File: config.mk
export PLATFORM = sky130hd
export DESIGN_NAME = rtc_index_port
export DESIGN_NICKNAME = d
export VERILOG_FILES = /design/src/rtl/rtc_idx_pkg.sv /design/src/rtl/rtc_port_decode.sv /design/src/rtl/rtc_index_reg.sv /design/src/rtl/rtc_byte_bank.sv /design/src/rtl/rtc_index_port.sv
export SDC_FILE = /design/constraint.sdc
export NUM_CORES = 2
export LEC_CHECK = 0
export BUFFER_PORTS_ARGS = -buffer_cell sky130_fd_sc_hd__buf_2
export CAP_MARGIN = 20
export CORE_MARGIN = 1.5
export CORE_UTILIZATION = 39
export CTS_CLUSTER_SIZE = 24
export DETAILED_ROUTE_END_ITERATION = 8
export PLACE_DENSITY_LB_ADDON = 0.1
export RECOVER_POWER = 25
export SETUP_SLACK_MARGIN = 0.15
export SLEW_MARGIN = 20
export SYNTH_ARGS = -nofsm -noshare
export SYNTH_HDL_FRONTEND = slang
export SYNTH_SLANG_ARGS = --single-unit
File: constraint.sdc
create_clock -name clk -period 3.5 [get_ports clk]
set_input_delay 0.7 -clock clk [delete_from_list [all_inputs] [get_ports clk]]
set_output_delay 0.7 -clock clk [all_outputs]
set_load 0.02 [all_outputs]
File: src/rtl/rtc_idx_pkg.sv
// Package: shared sizing for the RTC indexed access port.
// Assumes byte-wide banks addressed by a 7-bit index.
package rtc_idx_pkg;
    parameter int DATA_W    = 8;
    parameter int IDX_W     = 7;
    parameter int BANK_SIZE = 1 << IDX_W;
    parameter int TIME_BYTES = 10;

    typedef logic [DATA_W-1:0] byte_t;
    typedef logic [IDX_W-1:0]  idx_t;
endpackage

File: src/rtl/rtc_port_decode.sv
// Module: rtc_port_decode
// Turns the 2-bit offset and strobes into per-bank index/data strobes.
// Assumes host_wr and host_rd are never both high. When ext_en is low,
// offsets 2/3 fold onto the standard pair.
module rtc_port_decode (
    input  logic [1:0] host_addr,
    input  logic       host_wr,
    input  logic       host_rd,
    input  logic       ext_en,
    output logic       std_idx_we,
    output logic       ext_idx_we,
    output logic       std_dat_we,
    output logic       ext_dat_we,
    output logic       std_dat_re,
    output logic       ext_dat_re
);
    logic to_ext;
    logic is_data;

    // Pick the bank and the index/data role from the offset.
    always_comb begin
        to_ext     = host_addr[1] & ext_en;
        is_data    = host_addr[0];
        std_idx_we = host_wr & ~is_data & ~to_ext;
        ext_idx_we = host_wr & ~is_data &  to_ext;
        std_dat_we = host_wr &  is_data & ~to_ext;
        ext_dat_we = host_wr &  is_data &  to_ext;
        std_dat_re = host_rd &  is_data & ~to_ext;
        ext_dat_re = host_rd &  is_data &  to_ext;
    end
endmodule

File: src/rtl/rtc_index_reg.sv
// Module: rtc_index_reg
// One index latch. It keeps the low IDX_W bits of the written byte and
// drops the rest. Clears to zero on synchronous reset.
module rtc_index_reg
    import rtc_idx_pkg::*;
(
    input  logic  clk,
    input  logic  rst_n,
    input  logic  we,
    input  byte_t wdata,
    output idx_t  idx
);
    // Capture a new index on a write; clear on reset.
    always_ff @(posedge clk) begin
        if (!rst_n)  idx <= '0;
        else if (we) idx <= wdata[IDX_W-1:0];
    end
endmodule

File: src/rtl/rtc_byte_bank.sv
// Module: rtc_byte_bank
// A 128-byte bank with one host write port, one optional time-keeping
// write port and a combinational read. When GUARD_BYTES > 0, host writes
// below that index are dropped while upd_busy is high. The time-keeping
// port is applied last, so it wins on a shared index. Contents are not reset.
module rtc_byte_bank
    import rtc_idx_pkg::*;
#(
    parameter int GUARD_BYTES = 0
) (
    input  logic  clk,
    input  logic  host_we,
    input  idx_t  host_idx,
    input  byte_t host_wdata,
    input  logic  upd_busy,
    input  logic  tk_we,
    input  idx_t  tk_idx,
    input  byte_t tk_wdata,
    input  idx_t  rd_idx,
    output byte_t rd_byte
);
    byte_t mem [BANK_SIZE];
    logic  host_ok;

    generate
        if (GUARD_BYTES > 0) begin : g_guard
            // Block host writes to the guarded bytes during an update.
            always_comb host_ok = host_we &
                ~(upd_busy & (host_idx < IDX_W'(GUARD_BYTES)));
        end else begin : g_open
            // No guard on this bank.
            always_comb host_ok = host_we;
        end
    endgenerate

    // Store host, then time-keeping writes (later assignment wins).
    always_ff @(posedge clk) begin
        if (host_ok) mem[host_idx] <= host_wdata;
        if (tk_we)   mem[tk_idx]   <= tk_wdata;
    end

    // Combinational read of the selected byte.
    always_comb rd_byte = mem[rd_idx];
endmodule

File: src/rtl/rtc_index_port.sv
// Module: rtc_index_port
// Top of the RTC indexed access port: offset decode, two index latches,
// the standard bank (time bytes guarded) and the extended bank, plus a
// registered read-data register.
// Assumes one host strobe per cycle. The time-keeping port only targets
// the time bytes.
module rtc_index_port
    import rtc_idx_pkg::*;
(
    input  logic              clk,
    input  logic              rst_n,
    input  logic [1:0]        host_addr,
    input  logic              host_wr,
    input  logic              host_rd,
    input  logic [DATA_W-1:0] host_wdata,
    output logic [DATA_W-1:0] host_rdata,
    input  logic              ext_en,
    input  logic              upd_busy,
    input  logic              tk_we,
    input  logic [IDX_W-1:0]  tk_idx,
    input  logic [DATA_W-1:0] tk_wdata
);
    logic  std_idx_we, ext_idx_we, std_dat_we, ext_dat_we;
    logic  std_dat_re, ext_dat_re;
    idx_t  std_idx, ext_idx;
    byte_t std_byte, ext_byte;

    rtc_port_decode u_dec (
        .host_addr (host_addr),
        .host_wr   (host_wr),
        .host_rd   (host_rd),
        .ext_en    (ext_en),
        .std_idx_we(std_idx_we),
        .ext_idx_we(ext_idx_we),
        .std_dat_we(std_dat_we),
        .ext_dat_we(ext_dat_we),
        .std_dat_re(std_dat_re),
        .ext_dat_re(ext_dat_re)
    );

    rtc_index_reg u_std_idx (
        .clk(clk), .rst_n(rst_n), .we(std_idx_we), .wdata(host_wdata), .idx(std_idx)
    );

    rtc_index_reg u_ext_idx (
        .clk(clk), .rst_n(rst_n), .we(ext_idx_we), .wdata(host_wdata), .idx(ext_idx)
    );

    rtc_byte_bank #(.GUARD_BYTES(TIME_BYTES)) u_std_bank (
        .clk       (clk),
        .host_we   (std_dat_we),
        .host_idx  (std_idx),
        .host_wdata(host_wdata),
        .upd_busy  (upd_busy),
        .tk_we     (tk_we),
        .tk_idx    (tk_idx),
        .tk_wdata  (tk_wdata),
        .rd_idx    (std_idx),
        .rd_byte   (std_byte)
    );

    rtc_byte_bank #(.GUARD_BYTES(0)) u_ext_bank (
        .clk       (clk),
        .host_we   (ext_dat_we),
        .host_idx  (ext_idx),
        .host_wdata(host_wdata),
        .upd_busy  (upd_busy),
        .tk_we     (1'b0),
        .tk_idx    ('0),
        .tk_wdata  ('0),
        .rd_idx    (ext_idx),
        .rd_byte   (ext_byte)
    );

    // Register the byte of whichever bank a data read targets.
    always_ff @(posedge clk) begin
        if (!rst_n)          host_rdata <= '0;
        else if (std_dat_re) host_rdata <= std_byte;
        else if (ext_dat_re) host_rdata <= ext_byte;
    end
endmodule

==> run_results.csv <==
group,metric,value,unit
setup_path,timing.critical_path.to_type,"register",
logic_synthesis,postSynthCellCount,5487,
power_and_ir_drop,p_leak,34.27,nW
clocking,cts_tree,"yes",
floorplan,io_pins,40,
timing,slew_violations,677,
floorplan,rows,180,
timing,tightest_slew,3248,ps
global_routing,grt_overflow,0,
clocking,clock_sinks,2084,
setup_path,slowest_stage,"or4_1",
route,routedWlPerCell,32.07,µm
setup_path,cp_cell_sequence,"buf_4, nand2_2, buf_12, o221ai_1, a21oi_1, or4_1, o31ai_1",
logic_synthesis,yosysUniqueCellTypes,58,
logic_synthesis,synthFlopType,"edfxtp_1",
timing,slew_headroom,-1.166,
floorplan,die_x,494.6,µm
outcome,outcome,"finished, violations left",
timing,skew,38.12,ps
route,vias,53273,
route,drt_iter0_drc,4762,
place,portBuffers,39,
logic_synthesis,ys_seq_area_frac,0.6601,
logic_synthesis,async_flop_share,0,
timing,setup_viol,0,
finish,final_common_cell,"edfxtp_1",
clocking,clock_latency,860,ps
global_routing,grt_first_pass_wirelength,421.0,mm
route,ant_nets,0,
global_routing,grt-busiest-layer,"met2",
clocking,path_clk_slew,60,ps
power_and_ir_drop,peakVddDrop,0.4509,mV
logic_synthesis,avgSynthCellArea,17.18,µm²
global_routing,antenna_found_initial,12,
finish,final_nets,5932,
timing,fmax,0.3043,GHz
clocking,cts_root_buf,"clkbuf_16",
setup_path,required,4260,ps
setup_path,worstSetupStartpointType,"register",
logic_synthesis,synth_edf_count,2048,
floorplan,start_util,0.3919,
route,drc,0,
finish,final_util,0.4534,
power_and_ir_drop,power_density,497.6,nW/µm²
timing,fin_ws,213.8,ps
clocking,cts_buffers,224,
clocking,htree_levels,4,
setup_path,critPathArrivalTime,4050,ps
floorplan,core,240500,µm²
timing,hold_violations,0,
hold_path,hold_class,"primary input to register",
global_routing,grt_usage,0.2413,
flow_run,drv_cap,10,
place,hpwl,192.2,mm
outcome,violations,"max-capacitance violations, max-slew violations",
timing,fin_crit,3286,ps
route,firstDrtPassIters,5,
clocking,clk_path_buf_depth,3,
setup_path,worstPathMaxFanout,32,
floorplan,die_area,244700,µm²
setup_path,criticalPathCategory,"register to register",
place,gp_congestion,0.8394,
finish,nFillCells,21037,
logic_synthesis,ys_ff_latch,2084,
global_routing,grt_pass1_vias,54360,
floorplan,dieHeight,494.6,µm
logic_synthesis,yosys_warnings,0,
global_routing,grtUsageMet2,0.4022,
clocking,ctsHoldBuffers,0,
global_routing,met3_usage,0.03492,
timing,rsz0062_at_grt,"no",
finish,final_layout_size_suffix_gt1_frac,0.3949,
logic_synthesis,netlist_area,94260,µm²
logic_synthesis,postSynthNetCount,5519,
place,place_ws,-225.0,ps
setup_path,crit_path_max_incr_delay,830,ps
finish,syn_to_final_growth,15.71,%
global_routing,grt_max_degree,98,
clocking,post_cts_buffers,0,
route,wl,297.6,mm
timing,period_share,0.9389,
route,via_per_inst,5.740,
finish,mostFrequentLayoutCells,"2048 x edfxtp_1, 1026 x mux2_2, 532 x buf_4",
global_routing,met1_usage,0.3295,
-- path summary, 6_finish.rpt --
| check | to | from | slack [ps] | depth (start not counted) |
|---|---|---|---|---|
| setup / recovery | host_rdata[1] | register | 210 | 7 |
| hold / removal | u_std_bank.mem[71][4] | tk_wdata[4] | 300 | 2 |
| setup reg to reg | host_rdata[1] | register | 210 | 7 |
| hold reg to reg | register | u_std_idx.idx[0] | 570 | 2 |
-- cell type report --
| class | instances | area, µm² | share of cell area |
|---|---|---|---|
| clock inverters | 144 | 1406 | 0.01289 |
| inverters | 3 | 11.26 | 0.0001032 |
| diodes | 4 | 10.01 | 0.00009177 |
| flip-flops and latches | 2084 | 62240 | 0.5707 |
| repair buffers | 663 | 5574 | 0.05111 |
| well taps | 3185 | 3985 | 0.03654 |
| clock buffers | 274 | 5897 | 0.05407 |
| multi-input cells | 2924 | 29940 | 0.2745 |
-- routing by layer --
layer	vias up	wire, µm	share of wire
met5	-	23	0.000077
met4	4	8358	0.028
met3	415	15060	0.051
met2	1529	146300	0.49
met1	28320	127900	0.43
li1	23005	-	-
-- power by group --
group / total [W] / internal [W] / switching (W)
registers: 0.0275 / 0.0275 / 0.0000609
clock network: 0.0237 / 0.0136 / 0.0102
logic: 0.00300 / 0.00116 / 0.00184
-- registers in the layout, indices dropped and copies added, names as in the netlist, named ones only --
signal,count
u_ext_bank.mem,1024
u_ext_idx.idx,7
host_rdata,8
u_std_idx.idx,7
u_std_bank.mem,1024
-- Yosys cell counts, types with 7 or more instances --
master	count	share of area
or3_1	9	0.00060
nand2b_1	11	0.00073
o21ai_0	111	0.0059
a211oi_1	24	0.0019
nor2b_1	40	0.0027
o21bai_1	12	0.00096
o22ai_1	133	0.0088
o221ai_1	63	0.0059
mux4_2	354	0.085
mux2_2	1026	0.12
a2111oi_0	9	0.00084
nand4_1	14	0.00093
buf_4	18	0.0014
buf_2	69	0.0037
nor2_1	211	0.0084
buf_6	24	0.0029
a21oi_1	50	0.0027
edfxtp_1	2048	0.65
and2_1	18	0.0012
buf_1	25	0.0010
nand3_1	42	0.0022
dfxtp_1	36	0.0076
nor2_2	8	0.00053
mux2i_1	348	0.037
a22oi_1	105	0.0084
nand2_1	175	0.0070
nor4_2	7	0.00093
a31oi_1	19	0.0013
clkbuf_1	333	0.013
nor3_1	25	0.0013
a21boi_0	17	0.0014
a211o_1	7	0.00065
o211ai_1	27	0.0022
buf_8	7	0.0011
-- per-stage QoR --
step | instance area (µm²) | cells | power (W) | setup TNS [ps] | hold slack, ps
2_1_floorplan | 94260 | 5487 | 0.02966 | 0 | 528.6
3_3_place_gp | 102100 | 8859 | 0.03101 | -194.1 | 552.4
3_5_place_dp | 102100 | 8859 | 0.03105 | -225.0 | 545.1
4_1_cts | 109400 | 9277 | 0.05478 | 0 | 244.0
5_1_grt | 109100 | 9279 | 0.05585 | 0 | 272.8
6_report | 109100 | 9281 | 0.05427 | 0 | 301.9
-- logic make-up after synthesis --
family,count (synthesis),synth area share
compound gates,598,0.04269
buf+inv,479,0.02345
flops,2084,0.6601
mux,1728,0.2441
simple gates,598,0.02968
-- critical path, delay by kind of cell (launching register included) --
family | cells | cell delay, ps
buffers and inverters | 2 | 580
AOI/OAI and AO/OA | 3 | 1050
DFF | 1 | 380
and+or+nand+nor | 2 | 1150
-- repair_timing --
item                                   in CTS  in global routing
endpoints found under the hold margin       0                  0
resized for setup                           3                  5
setup endpoints to repair                   2                  5
No activity file was read; power rests on OpenSTA's default activity.
